### src/rtl/txid_pkg.sv
package txid_pkg;

  typedef enum logic [0:0] {
    TMR_IDLE  = 1'b0,
    TMR_COUNT = 1'b1
  } tmrState_e;

  // Strobes sent from the control FSM to the count datapath.
  typedef struct packed {
    logic loadCount;
    logic clearCount;
    logic decCount;
    logic raiseInt;
  } tmrStrobes_t;

endpackage

### src/rtl/txid_ctrl.sv
module txid_ctrl
  import txid_pkg::*;
(
  input  logic        clk,
  input  logic        rst,
  input  logic        wbStrobe,
  input  logic        wbReportStatus,
  input  logic        wbDelayEnable,
  input  logic        wbIntEnable,
  input  logic        unitTick,
  input  logic        delayIsZero,
  input  logic        countIsOne,
  output tmrStrobes_t strobes,
  output logic        timerActive
);

  tmrState_e stateQ, stateD;

  logic reportWb;
  logic wantDelay;
  logic wantNow;
  logic expire;
  logic step;

  always_comb begin
    reportWb  = wbStrobe & wbReportStatus;
    wantDelay = reportWb & wbDelayEnable & ~delayIsZero;
    wantNow   = reportWb & ~wantDelay;
    expire    = (stateQ == TMR_COUNT) & unitTick & countIsOne;
    step      = (stateQ == TMR_COUNT) & unitTick & ~countIsOne;
  end

  // Priority: an immediate write-back first, then a reload, then expiry, then a step.
  always_comb begin
    strobes = '0;
    stateD  = stateQ;
    if (wantNow) begin
      strobes.clearCount = 1'b1;
      strobes.raiseInt   = wbIntEnable;
      stateD             = TMR_IDLE;
    end else if (wantDelay) begin
      strobes.loadCount  = 1'b1;
      stateD             = TMR_COUNT;
    end else if (expire) begin
      strobes.clearCount = 1'b1;
      strobes.raiseInt   = wbIntEnable;
      stateD             = TMR_IDLE;
    end else if (step) begin
      strobes.decCount   = 1'b1;
    end
  end

  always_ff @(posedge clk) begin
    if (rst) stateQ <= TMR_IDLE;
    else     stateQ <= stateD;
  end

  assign timerActive = (stateQ == TMR_COUNT);

endmodule

### src/rtl/txid_datapath.sv
module txid_datapath
  import txid_pkg::*;
#(
  parameter int DELAY_W = 16
) (
  input  logic               clk,
  input  logic               rst,
  input  tmrStrobes_t        strobes,
  input  logic [DELAY_W-1:0] delayValue,
  output logic               delayIsZero,
  output logic               countIsOne,
  output logic [DELAY_W-1:0] timerCount,
  output logic               intPulse
);

  localparam logic [DELAY_W-1:0] ONE = DELAY_W'(1);

  logic [DELAY_W-1:0] countQ;
  logic               pulseQ;

  always_ff @(posedge clk) begin
    if (rst) begin
      countQ <= '0;
      pulseQ <= 1'b0;
    end else begin
      pulseQ <= strobes.raiseInt;
      if (strobes.clearCount)     countQ <= '0;
      else if (strobes.loadCount) countQ <= delayValue;
      else if (strobes.decCount)  countQ <= countQ - ONE;
    end
  end

  assign delayIsZero = (delayValue == '0);
  assign countIsOne  = (countQ == ONE);
  assign timerCount  = countQ;
  assign intPulse    = pulseQ;

endmodule

### src/rtl/txid_timer.sv
module txid_timer
  import txid_pkg::*;
#(
  parameter int DELAY_W = 16
) (
  input  logic               clk,
  input  logic               rst,
  input  logic               wbStrobe,
  input  logic               wbReportStatus,
  input  logic               wbDelayEnable,
  input  logic [DELAY_W-1:0] delayValue,
  input  logic               wbIntEnable,
  input  logic               unitTick,
  output logic               intPulse,
  output logic               timerActive,
  output logic [DELAY_W-1:0] timerCount
);

  tmrStrobes_t strobes;
  logic        delayIsZero;
  logic        countIsOne;

  txid_ctrl u_ctrl (
    .clk            (clk),
    .rst            (rst),
    .wbStrobe       (wbStrobe),
    .wbReportStatus (wbReportStatus),
    .wbDelayEnable  (wbDelayEnable),
    .wbIntEnable    (wbIntEnable),
    .unitTick       (unitTick),
    .delayIsZero    (delayIsZero),
    .countIsOne     (countIsOne),
    .strobes        (strobes),
    .timerActive    (timerActive)
  );

  txid_datapath #(.DELAY_W(DELAY_W)) u_dp (
    .clk         (clk),
    .rst         (rst),
    .strobes     (strobes),
    .delayValue  (delayValue),
    .delayIsZero (delayIsZero),
    .countIsOne  (countIsOne),
    .timerCount  (timerCount),
    .intPulse    (intPulse)
  );

endmodule

### config.mk
export PLATFORM = sky130hd
export DESIGN_NAME = txid_timer
export DESIGN_NICKNAME = d
export VERILOG_FILES = /design/src/rtl/txid_pkg.sv /design/src/rtl/txid_ctrl.sv /design/src/rtl/txid_datapath.sv /design/src/rtl/txid_timer.sv
export SDC_FILE = /design/constraint.sdc
export NUM_CORES = 1
export LEC_CHECK = 0
export BUFFER_PORTS_ARGS = -buffer_cell sky130_fd_sc_hd__buf_2
export CORE_ASPECT_RATIO = 0.8
export CORE_UTILIZATION = 30
export CTS_CLUSTER_SIZE = 12
export DETAILED_ROUTE_END_ITERATION = 10
export PLACE_DENSITY = 0.53
export SLEW_MARGIN = 15
export SYNTH_ARGS = -nofsm -noshare
export SYNTH_HDL_FRONTEND = slang
export SYNTH_SLANG_ARGS = --single-unit
### constraint.sdc
create_clock -name clk -period 2.1 [get_ports clk]
set_input_delay 0.21 -clock clk [delete_from_list [all_inputs] [get_ports clk]]
set_output_delay 0.21 -clock clk [all_outputs]
set_load 0.03 [all_outputs]
==> tab_implementation.tex, run 1 <==
\begin{tabular}{lr}
\hline
Metric & Value \\
\hline
\multicolumn{2}{l}{\textbf{Timing}} \\
Max Freq & 0.506 GHz \\
Relative slew slack & 0.667 \\
Final clock skew & 1.21 ps \\
Total setup violations reported at the end of the flow & 0 \\
Fin. max-slew vios & 0 \\
Worst Tran Pin Value & 496 ps \\
Final setup TNS & 0 ps \\
Final hold viol count & 0 \\
Post-route minimum period & 1980 ps \\
Final Cycle Share & 0.942 \\
RSZ-0062 raised after global routing & false \\
\multicolumn{2}{l}{\textbf{Yosys}} \\
Post-synthesis net count & 171 \\
Fraction of synthesized area in multiplexers & 0 \\
Sequential fraction of the synthesis area & 0.295 \\
EDFF count, synth & 0 \\
Main synth FF type & sky130\_fd\_sc\_hd\_\_dfxtp\_1 \\
Area share of xor/xnor cells in the synthesized design & 0.00718 \\
Cell area after synthesis & 1220 um\^{}2 \\
Post-Synth Adder-Cell Area & 0.0205 \\
Synthesized area divided by synthesized cell count & 8.36 um\^{}2 \\
Library cell with the largest summed area after synthesis & sky130\_fd\_sc\_hd\_\_dfxtp\_1 \\
Combinational family with the most area after synthesis & simple AND/OR/NAND/NOR gates \\
Share of async-settable or async-resettable flops after synthesis & 0 \\
Synthesized-area fraction occupied by ao, oa, aoi and oai cells & 0.256 \\
Distinct cell type count of the synthesized netlist & 49 \\
Simple-gate share of the synthesized area & 0.374 \\
Top cells by area, synth & sky130\_fd\_sc\_hd\_\_dfxtp\_1 (30\%), sky130\_fd\_sc\_hd\_\_a31oi\_1 (6.2\%), sky130\_fd\_sc\_hd\_\_nand2\_1 (6.2\%), sky130\_fd\_sc\_hd\_\_nor4\_4 (3.5\%), sky130\_fd\_sc\_hd\_\_nand4\_1 (3.1\%) \\
Number of instances in the synthesized netlist & 146 \\
Flip-flop and latch count after synthesis & 18 \\
Number of warnings issued by yosys & 0 \\
Fraction of synthesized cell area taken by the top area cell type & 0.295 \\
\multicolumn{2}{l}{\textbf{Global route}} \\
GR Util met3 & 0.0357 \\
Wire length of the first global-routing pass & 6330 um \\
All-Layer GR Usage & 0.194 \\
Overall overflow remaining after global route & 0 \\
Initial antenna violation count & 0 \\
Met2 demand-to-capacity share in global routing & 0.296 \\
Busiest grt layer & met2 \\
Vias in the first global route & 1297 \\
Met1 Resource Use GR & 0.275 \\
Pin count of the biggest net entering global routing & 12 \\
\multicolumn{2}{l}{\textbf{Drt}} \\
Routed wire per std cell & 15.8 um \\
Via-per-instance ratio & 5.57 \\
Detailed Route WL & 3830 um \\
Routed via count & 1354 \\
Drt first-iter violations & 64 \\
Count of unresolved DRC violations after routing & 0 \\
Antenna Nets Post-Route & 0 \\
1st-pass router iterations & 4 \\
\multicolumn{2}{l}{\textbf{Finish}} \\
Area Growth Syn to Fin & 25.7\% \\
Area used by sequential logic in the layout & 360 um\^{}2 \\
Filler Cells Inserted & 416 \\
Most common cell after layout, fill and taps aside & sky130\_fd\_sc\_hd\_\_buf\_2 \\
Commonest cells after routing, fill and taps aside & sky130\_fd\_sc\_hd\_\_buf\_2 (40), sky130\_fd\_sc\_hd\_\_nand2\_1 (20), sky130\_fd\_sc\_hd\_\_dfxtp\_1 (18) \\
Finished Cell Area & 1530 um\^{}2 \\
Fraction of final layout cells sized beyond drive strength 1 & 0.330 \\
Post-layout utilization of the core & 0.398 \\
Total area of multi-input combinational cells & 803 um\^{}2 \\
Number of antenna diodes & 0 \\
Post-layout nets & 215 \\
\multicolumn{2}{l}{\textbf{Outcome}} \\
Result of the run & finished, final reports clean \\
\multicolumn{2}{l}{\textbf{Floorplan}} \\
Die area & 4330 um\^{}2 \\
Count of boundary I/O pins & 41 \\
Die outline width & 73.3 um \\
Die boundary height & 59.0 um \\
Initial cell density of the core & 0.317 \\
Area of the core region & 3850 um\^{}2 \\
Row count & 20 \\
\multicolumn{2}{l}{\textbf{CTS}} \\
TritonCTS clock tree & yes \\
Number of instances resized during post-cts repair & 0 \\
Number of buffers inserted to repair setup after CTS & 0 \\
Clock-pin slew on the worst setup and hold paths & 70 ps \\
Number of clock sinks & 18 \\
CTS Hold Buffers Added & 0 \\
Number of H-tree levels & 1 \\
Clock buffer depth & 2 \\
Clock Root Buffer & sky130\_fd\_sc\_hd\_\_clkbuf\_8 \\
Clk Latency, worst-skew pair & 260 ps \\
Total CTS buffers & 3 \\
\multicolumn{2}{l}{\textbf{Pwr}} \\
Leakage power figure & 0.608 nW \\
Largest voltage drop on the vdd net & 0.000191 V \\
PwrDens & 562 nW/um\^{}2 \\
\multicolumn{2}{l}{\textbf{Placed design}} \\
Estimated wirelength of the detail-placed design & 3000 um \\
PortBufs & 40 \\
Cell Area, Placed & 1490 um\^{}2 \\
Placer Congestion & 0.940 \\
\multicolumn{2}{l}{\textbf{Min path}} \\
Worst min-delay path category & in -> reg \\
\multicolumn{2}{l}{\textbf{Critical path}} \\
Critical path required time & 2290 ps \\
Crit path DAT & 2170 ps \\
Largest driver fanout on the critical path & 8 \\
Path type of the worst setup path & reg -> reg \\
CP endpoint kind & flip-flop \\
Category of the worst setup path launch point & flip-flop \\
\multicolumn{2}{l}{\textbf{Run}} \\
\# Max-Cap Violations & 0 \\
\hline
\end{tabular}
## routing by layer
metal	share of wire	up-vias
li1	-	653
met1	0.47	627
met2	0.44	67
met3	0.077	7
met4	0.013	0
met5	0	-
## per-stage QoR
| stage | instances | total power, mW | hold WS (ps) | setup WS [ps] |
|---|---|---|---|---|
| 6_report | 243 | 0.862 | 224 | 122 |
| 5_1_grt | 243 | 0.903 | 218 | 13.7 |
| 4_1_cts | 243 | 0.858 | 228 | 144 |
| 3_5_place_dp | 240 | 0.613 | 491 | 178 |
| 3_3_place_gp | 240 | 0.611 | 489 | 207 |
| 2_1_floorplan | 146 | 0.532 | 354 | 109 |
## flip-flops by register name, summed over array words and instances (netlist names)
name and flops:
u_ctrl.timerActive 1, u_dp.intPulse 1, u_dp.timerCount 16
## cells in the mapped netlist (2+ instances only)
| library cell | count |
|---|---|
| sky130_fd_sc_hd__nand2_1 | 20 |
| sky130_fd_sc_hd__nor3_1 | 2 |
| sky130_fd_sc_hd__nor4_4 | 2 |
| sky130_fd_sc_hd__nand3b_1 | 2 |
| sky130_fd_sc_hd__ha_1 | 2 |
| sky130_fd_sc_hd__o21ai_0 | 2 |
| sky130_fd_sc_hd__dfxtp_1 | 18 |
| sky130_fd_sc_hd__a21oi_1 | 4 |
| sky130_fd_sc_hd__or3_1 | 5 |
| sky130_fd_sc_hd__a2bb2oi_1 | 2 |
| sky130_fd_sc_hd__o311ai_0 | 3 |
| sky130_fd_sc_hd__o211ai_1 | 3 |
| sky130_fd_sc_hd__a22oi_1 | 2 |
| sky130_fd_sc_hd__nand3_1 | 6 |
| sky130_fd_sc_hd__or4_1 | 3 |
| sky130_fd_sc_hd__a31oi_1 | 12 |
| sky130_fd_sc_hd__nand4b_1 | 2 |
| sky130_fd_sc_hd__clkbuf_1 | 2 |
| sky130_fd_sc_hd__a32oi_1 | 3 |
| sky130_fd_sc_hd__and2_1 | 3 |
| sky130_fd_sc_hd__or2_2 | 2 |
| sky130_fd_sc_hd__nand4_1 | 6 |
| sky130_fd_sc_hd__nor4_1 | 4 |
| sky130_fd_sc_hd__inv_1 | 4 |
| sky130_fd_sc_hd__buf_2 | 3 |
| sky130_fd_sc_hd__nor2_1 | 6 |
## critical path, stage by stage (launching register included)
cell	delay, ps
sky130_fd_sc_hd__dfxtp_1	430
sky130_fd_sc_hd__inv_1	90
sky130_fd_sc_hd__ha_1	190
sky130_fd_sc_hd__nor4b_4	150
sky130_fd_sc_hd__nand4_2	190
sky130_fd_sc_hd__nand2_1	200
sky130_fd_sc_hd__or4_1	500
sky130_fd_sc_hd__a31oi_1	160
## final cells by class
| class | instances | area share |
|---|---|---|
| multi-input combinational | 117 | 0.524 |
| tap | 55 | 0.0449 |
| inverter | 4 | 0.00979 |
| sequential | 18 | 0.235 |
| timing repair buffer | 46 | 0.160 |
| clock buffer | 3 | 0.0269 |
## final timing paths
check | from | end | slack, ps | cells past startpoint
setup / recovery | u_dp.timerCount[1] | u_dp.timerCount[11] | 120 | 7
hold / removal | wbIntEnable | u_dp.intPulse | 220 | 2
setup reg to reg | u_dp.timerCount[1] | u_dp.timerCount[11] | 120 | 7
hold reg to reg | u_ctrl.timerActive | u_ctrl.timerActive | 520 | 2
## power by group
part           total, mW  switching [mW]  internal (mW)
sequential         0.375          0.0205          0.354
clock              0.254           0.126          0.128
combinational      0.234           0.144         0.0904
## kinds of logic after synthesis
logic type,Yosys count
xor gates and xnor gates,1
buffers and inverters,11
DFF,18
adders and majority gates,2
AOI/OAI and AO/OA,41
and+or+nand+nor,73
Note: power is estimated with default switching activity, not from simulation.
==> inputs of run 2 (changes only) <==
--- a/config.mk
+++ b/config.mk
@@ -10,7 +10,9 @@
 export CORE_UTILIZATION = 30
 export CTS_CLUSTER_SIZE = 12
 export DETAILED_ROUTE_END_ITERATION = 10
-export PLACE_DENSITY = 0.53
+export GPL_ROUTABILITY_DRIVEN = 0
+export PLACE_DENSITY_LB_ADDON = 0.05
+export RECOVER_POWER = 25
 export SLEW_MARGIN = 15
 export SYNTH_ARGS = -nofsm -noshare
 export SYNTH_HDL_FRONTEND = slang
==> run 2 against run 1 <==
Effect of this change:
- utilization up 0.78 points
- clock power up 19%
- critical path depth unchanged
- maximum frequency up 1.5%
- sequential cell count unchanged
- clock skew up 8.1 ps
- clock-buffer cell count up 1
- final cell count up 1.2%
- critical path type unchanged
- critical endpoint unchanged
- largest power group unchanged
==> tab_implementation.tex, run 2 (synthesized netlist as in run 1, its figures left out) <==
\begin{tabular}{lr}
\hline
Metric & Value \\
\hline
\multicolumn{2}{l}{\textbf{CTS}} \\
Number of clock sinks & 18 \\
Clk Latency, worst-skew pair & 260 ps \\
Number of H-tree levels & 1 \\
TritonCTS clock tree & yes \\
Number of buffers inserted to repair setup after CTS & 0 \\
CTS Hold Buffers Added & 0 \\
Total CTS buffers & 3 \\
Clock-pin slew on the worst setup and hold paths & 80 ps \\
Number of instances resized during post-cts repair & 0 \\
Clock Root Buffer & sky130\_fd\_sc\_hd\_\_clkbuf\_8 \\
Clock buffer depth & 2 \\
\multicolumn{2}{l}{\textbf{Timing}} \\
Final hold viol count & 0 \\
Max Freq & 0.513 GHz \\
Fin. max-slew vios & 0 \\
Final clock skew & 9.32 ps \\
Post-route minimum period & 1950 ps \\
Post-route worst hold slack & 204 ps \\
Final Cycle Share & 0.928 \\
Total setup violations reported at the end of the flow & 0 \\
Relative slew slack & 0.670 \\
RSZ-0062 raised after global routing & false \\
Worst Tran Pin Value & 491 ps \\
Final setup TNS & 0 ps \\
\multicolumn{2}{l}{\textbf{Placed design}} \\
Count of placed standard cells including taps & 242 \\
Cell Area, Placed & 1520 um\^{}2 \\
Estimated wirelength of the detail-placed design & 3120 um \\
PortBufs & 40 \\
\multicolumn{2}{l}{\textbf{Drt}} \\
Drt first-iter violations & 62 \\
1st-pass router iterations & 4 \\
Antenna Nets Post-Route & 0 \\
Count of unresolved DRC violations after routing & 0 \\
Via-per-instance ratio & 5.41 \\
Routed wire per std cell & 16.3 um \\
Routed via count & 1331 \\
Detailed Route WL & 4020 um \\
\multicolumn{2}{l}{\textbf{Critical path}} \\
Crit path to & u\_dp.timerCount[11] \\
Largest driver fanout on the critical path & 8 \\
Reg2reg path depth & 7 \\
Reg-to-reg endpoint & u\_dp.timerCount[11] \\
CP endpoint kind & flip-flop \\
Path type of the worst setup path & reg -> reg \\
Category of the worst setup path launch point & flip-flop \\
Register-to-Register Setup Slack & 150 ps \\
Critical path required time & 2290 ps \\
Critical path launch point & u\_dp.timerCount[1] \\
Crit path DAT & 2140 ps \\
Worst R2R Start & u\_dp.timerCount[1] \\
\multicolumn{2}{l}{\textbf{Global route}} \\
All-Layer GR Usage & 0.194 \\
Pin count of the biggest net entering global routing & 18 \\
Overall overflow remaining after global route & 0 \\
Vias in the first global route & 1219 \\
Initial antenna violation count & 0 \\
Wire length of the first global-routing pass & 6310 um \\
\multicolumn{2}{l}{\textbf{Floorplan}} \\
Die area & 4330 um\^{}2 \\
Row count & 20 \\
Die outline width & 73.3 um \\
Area of the core region & 3850 um\^{}2 \\
Initial cell density of the core & 0.317 \\
Count of boundary I/O pins & 41 \\
Die boundary height & 59.0 um \\
\multicolumn{2}{l}{\textbf{Pwr}} \\
Combinational fraction of design power & 0.262 \\
Clock network fraction of total power & 0.329 \\
Internal Pwr Total & 614 uW \\
Leakage power figure & 0.593 nW \\
Final Power & 914 uW \\
Fraction of power spent switching nets & 0.328 \\
Sequential share of power & 0.408 \\
Switching power & 300 uW \\
Largest voltage drop on the vdd net & 0.000330 V \\
PwrDens & 584 nW/um\^{}2 \\
\multicolumn{2}{l}{\textbf{Outcome}} \\
Result of the run & finished, final reports clean \\
\multicolumn{2}{l}{\textbf{Finish}} \\
Finished Cell Area & 1560 um\^{}2 \\
Flip-flop count of the largest register, all copies and words added & 16 \\
Fraction of final layout cells sized beyond drive strength 1 & 0.293 \\
Post-layout nets & 217 \\
Layout Cells excl Fill & 246 \\
Commonest cells after routing, fill and taps aside & sky130\_fd\_sc\_hd\_\_buf\_2 (31), sky130\_fd\_sc\_hd\_\_nand2\_1 (20), sky130\_fd\_sc\_hd\_\_dfxtp\_1 (18) \\
Most common cell after layout, fill and taps aside & sky130\_fd\_sc\_hd\_\_buf\_2 \\
Number of antenna diodes & 0 \\
Area Growth Syn to Fin & 28.2\% \\
\multicolumn{2}{l}{\textbf{Run}} \\
\# Max-Cap Violations & 0 \\
\multicolumn{2}{l}{\textbf{Min path}} \\
Worst min-delay path category & in -> reg \\
\hline
\end{tabular}
-- run 2: changes by cell type in the layout (fill, tap and decap cells not counted) --
cell	before	now
sky130_fd_sc_hd__clkbuf_1	0	9
sky130_fd_sc_hd__buf_2	40	31
sky130_fd_sc_hd__clkbuf_8	3	4
sky130_fd_sc_hd__buf_12	0	1
sky130_fd_sc_hd__buf_4	6	7
-- run 2: critical path: stages, from the launching register on --
cell and delay (ps):
sky130_fd_sc_hd__dfxtp_1 380, sky130_fd_sc_hd__inv_1 80, sky130_fd_sc_hd__ha_1 180, sky130_fd_sc_hd__nor4b_4 140
sky130_fd_sc_hd__nand4_2 190, sky130_fd_sc_hd__nand2_1 220, sky130_fd_sc_hd__or4_1 520, sky130_fd_sc_hd__a31oi_1 180
-- run 2: final cells by class --
type	count	area, um^2
Tap cell	55	68.8
Sequential cell	18	360
Clock buffer	4	55.1
Timing Repair Buffer	48	262
Multi-Input combinational cell	117	803
Fill cell	423	2290
Inverter	4	15.0
-- run 2: routing by layer --
metal | global-route usage | wire (um)
met2 | 0.282 | 1640
met3 | 0.0510 | 232
met5 | 0 | 0
met1 | 0.289 | 2110
met4 | 0.0357 | 45
-- run 2: through the flow --
step,setup slack [ps],utilization
floorplan,109,-
global placement,235,0.394
detailed placement,161,0.394
CTS,137,0.409
global route,24.3,0.406
finish,152,0.406
-- run 2: power by group through the flow --
stage	sequential (mW)	combinational (mW)	clock, mW
2_1_floorplan	0.406	0.126	0
5_1_grt	0.376	0.261	0.317
3_5_place_dp	0.381	0.239	0
6_report	0.373	0.240	0.301
3_3_place_gp	0.381	0.239	0
4_1_cts	0.373	0.240	0.306
-- run 2: worst min-delay path by stage --
stage	depth (start not counted)	endpoint	startpoint	slack, ps
6_report	2	u_dp.intPulse	wbIntEnable	200
3_3_place_gp	2	u_dp.intPulse	wbIntEnable	480
5_1_grt	2	u_dp.intPulse	wbIntEnable	220
4_1_cts	2	u_dp.intPulse	wbIntEnable	210
2_1_floorplan	2	u_dp.timerCount[10]	delayValue[10]	350
3_5_place_dp	2	u_dp.intPulse	wbIntEnable	480
==> inputs of run 3 (changes only) <==
--- a/config.mk
+++ b/config.mk
@@ -11,7 +11,7 @@
 export CTS_CLUSTER_SIZE = 12
 export DETAILED_ROUTE_END_ITERATION = 10
 export GPL_ROUTABILITY_DRIVEN = 0
-export PLACE_DENSITY_LB_ADDON = 0.05
+export PLACE_DENSITY = 0.58
 export RECOVER_POWER = 25
 export SLEW_MARGIN = 15
 export SYNTH_ARGS = -nofsm -noshare
==> constraint.sdc (replaced) <==
create_clock -name clk -period 1.7 [get_ports clk]
set_input_delay 0.17 -clock clk [delete_from_list [all_inputs] [get_ports clk]]
set_output_delay 0.17 -clock clk [all_outputs]
set_load 0.03 [all_outputs]
==> run 3 against run 2 <==
Effect of this change:
- the flow now finishes with violations (setup timing)
- setup slack got worse by 180 ps
- first-iteration DRC count rose by 110%
- sequential share of layout area shrank 2.6 points
- global-route usage rose by 1.3 points
- die area did not move
- utilization increased by 7.3 points
- non-clock buffer count rose by 28
- final cell count rose by 11%
- hold slack lost 35 ps
==> tab_implementation.tex, run 3 (synthesized netlist as in run 1, its figures left out) <==
\begin{tabular}{lr}
\hline
Metric & Value \\
\hline
\multicolumn{2}{l}{\textbf{Global route}} \\
Wire length of the first global-routing pass & 6840 um \\
Pin count of the biggest net entering global routing & 18 \\
Overall overflow remaining after global route & 0 \\
Vias in the first global route & 1382 \\
Initial antenna violation count & 0 \\
All-Layer GR Usage & 0.207 \\
\multicolumn{2}{l}{\textbf{CTS}} \\
Total CTS buffers & 3 \\
Clock Root Buffer & sky130\_fd\_sc\_hd\_\_clkbuf\_8 \\
Number of H-tree levels & 1 \\
Number of clock sinks & 18 \\
CTS Hold Buffers Added & 0 \\
Clock-pin slew on the worst setup and hold paths & 70 ps \\
Clk Latency, worst-skew pair & 260 ps \\
Clock buffer depth & 2 \\
TritonCTS clock tree & yes \\
\multicolumn{2}{l}{\textbf{Pwr}} \\
Sequential share of power & 0.393 \\
PwrDens & 628 nW/um\^{}2 \\
Fraction of power spent switching nets & 0.328 \\
Internal Pwr Total & 779 uW \\
Clock network fraction of total power & 0.275 \\
Leakage power figure & 0.766 nW \\
Largest voltage drop on the vdd net & 0.000349 V \\
Switching power & 381 uW \\
Combinational fraction of design power & 0.332 \\
\multicolumn{2}{l}{\textbf{Critical path}} \\
Largest driver fanout on the critical path & 17 \\
Crit path DAT & 1850 ps \\
Critical path required time & 1830 ps \\
Kind of cell adding the most delay to the critical path & simple AND/OR/NAND/NOR gates \\
Count of buffering cells on the critical path with inverters included & 2 \\
Category of the worst setup path launch point & flip-flop \\
Cells along the critical path & inv\_4 -> ha\_4 -> nor4b\_4 -> nand4b\_1 -> o21ai\_2 -> a21o\_1 -> buf\_12 -> a31oi\_1 \\
Path type of the worst setup path & reg -> reg \\
Standard cell with the maximum stage delay on the critical path & sky130\_fd\_sc\_hd\_\_dfxtp\_4 \\
CP endpoint kind & flip-flop \\
Biggest cell delay along the critical path & 350 ps \\
\multicolumn{2}{l}{\textbf{Finish}} \\
Fraction of final layout cells sized beyond drive strength 1 & 0.479 \\
Finished Cell Area & 1850 um\^{}2 \\
Filler Cells Inserted & 401 \\
Layout Cells excl Fill & 274 \\
Most common cell after layout, fill and taps aside & sky130\_fd\_sc\_hd\_\_buf\_2 \\
Post-layout nets & 245 \\
Total area of multi-input combinational cells & 847 um\^{}2 \\
Area Growth Syn to Fin & 51.4\% \\
Area used by sequential logic in the layout & 377 um\^{}2 \\
Flip-flop count of the largest register, all copies and words added & 16 \\
Number of antenna diodes & 0 \\
Commonest cells after routing, fill and taps aside & sky130\_fd\_sc\_hd\_\_buf\_2 (37), sky130\_fd\_sc\_hd\_\_buf\_4 (34), sky130\_fd\_sc\_hd\_\_nand2\_1 (19) \\
Post-layout utilization of the core & 0.479 \\
\multicolumn{2}{l}{\textbf{Timing}} \\
Max Freq & 0.579 GHz \\
Final hold viol count & 0 \\
RSZ-0062 raised after global routing & true \\
Final worst setup slack & -26.5 ps \\
Final Cycle Share & 1.02 \\
Fin. max-slew vios & 0 \\
Post-route minimum period & 1730 ps \\
Total setup violations reported at the end of the flow & 13 \\
Relative slew slack & 0.701 \\
Worst Tran Pin Value & 449 ps \\
Final clock skew & 2.50 ps \\
\multicolumn{2}{l}{\textbf{Placed design}} \\
Cell Area, Placed & 1730 um\^{}2 \\
Count of placed standard cells including taps & 265 \\
PortBufs & 40 \\
Estimated wirelength of the detail-placed design & 3240 um \\
\multicolumn{2}{l}{\textbf{Drt}} \\
Routed via count & 1532 \\
Via-per-instance ratio & 5.59 \\
Detailed Route WL & 4250 um \\
Routed wire per std cell & 15.5 um \\
Antenna Nets Post-Route & 0 \\
Drt first-iter violations & 133 \\
1st-pass router iterations & 5 \\
Count of unresolved DRC violations after routing & 0 \\
\multicolumn{2}{l}{\textbf{Outcome}} \\
Violated checks & setup timing \\
Result of the run & finished with violations \\
\multicolumn{2}{l}{\textbf{Floorplan}} \\
Die area & 4330 um\^{}2 \\
Row count & 20 \\
Initial cell density of the core & 0.317 \\
Die boundary height & 59.0 um \\
Count of boundary I/O pins & 41 \\
Area of the core region & 3850 um\^{}2 \\
Die outline width & 73.3 um \\
\multicolumn{2}{l}{\textbf{Run}} \\
\# Max-Cap Violations & 0 \\
\multicolumn{2}{l}{\textbf{Min path}} \\
Worst min-delay path category & in -> reg \\
\hline
\end{tabular}
run 3: cell types whose count changed in the layout (fill, tap and decap cells not counted), moves of 2 or more:
cell                       delta
sky130_fd_sc_hd__buf_4       +27
sky130_fd_sc_hd__dfxtp_2      +7
sky130_fd_sc_hd__clkbuf_1     -5
sky130_fd_sc_hd__dfxtp_1      -9
sky130_fd_sc_hd__buf_2        +6
sky130_fd_sc_hd__dfxtp_4      +2
run 3: tightest hold or removal path, delay by kind of cell:
kind,cells,cell delay (ps)
AOI/OAI and AO/OA,1,60
and+or+nand+nor,1,50
buffers and inverters,1,110
run 3: final cells by class:
type                            count  share of cell area
Sequential cell                    18               0.204
Inverter                            4             0.00949
Timing Repair Buffer               76               0.266
Multi-Input combinational cell    117               0.459
Tap cell                           55              0.0373
Clock buffer                        4              0.0244
run 3: what timing repair did:
item	CTS	global route
pin swaps	4	4
endpoints found under the setup margin	17	17
resized for setup	6	2
buffers inserted	4	1
run 3: metrics by stage:
step	hold slack (ps)	total power [mW]	setup TNS [ps]	worst slack [ps]
floorplan	305	0.660	-139	-50.8
global placement	446	0.802	-1260	-98.6
detailed placement	444	0.807	-495	-72.5
CTS	172	1.15	-345	-37.0
global route	175	1.22	-1320	-103
finish	169	1.16	-150	-26.5
run 3: path summary, 6_finish.rpt:
kind,start,end,slack [ps],cells after the start
worst max-delay path,u_dp.timerCount[1],u_dp.timerCount[3],-30,8
worst min register to register,u_dp.timerCount[14],u_dp.timerCount[14],510,2
worst max register to register,u_dp.timerCount[1],u_dp.timerCount[3],-30,8
worst min-delay path,delayValue[11],u_dp.timerCount[11],170,3
run 3: metal layers:
metal  part of all wire  track usage  vias to the layer above
met5                  0            0                        -
met4             0.0035       0.0275                        0
met3              0.086       0.0408                        2
met2               0.45        0.317                       70
met1               0.46        0.308                      737
li1                   -            -                      723
run 3: power groups by stage:
stage	sequential [mW]	clock, mW	combinational (mW)
after floorplan	0.502	0	0.158
after global placement	0.464	0	0.338
after detailed placement	0.465	0	0.342
after CTS	0.456	0.327	0.372
after global routing	0.458	0.347	0.413
final	0.456	0.319	0.385
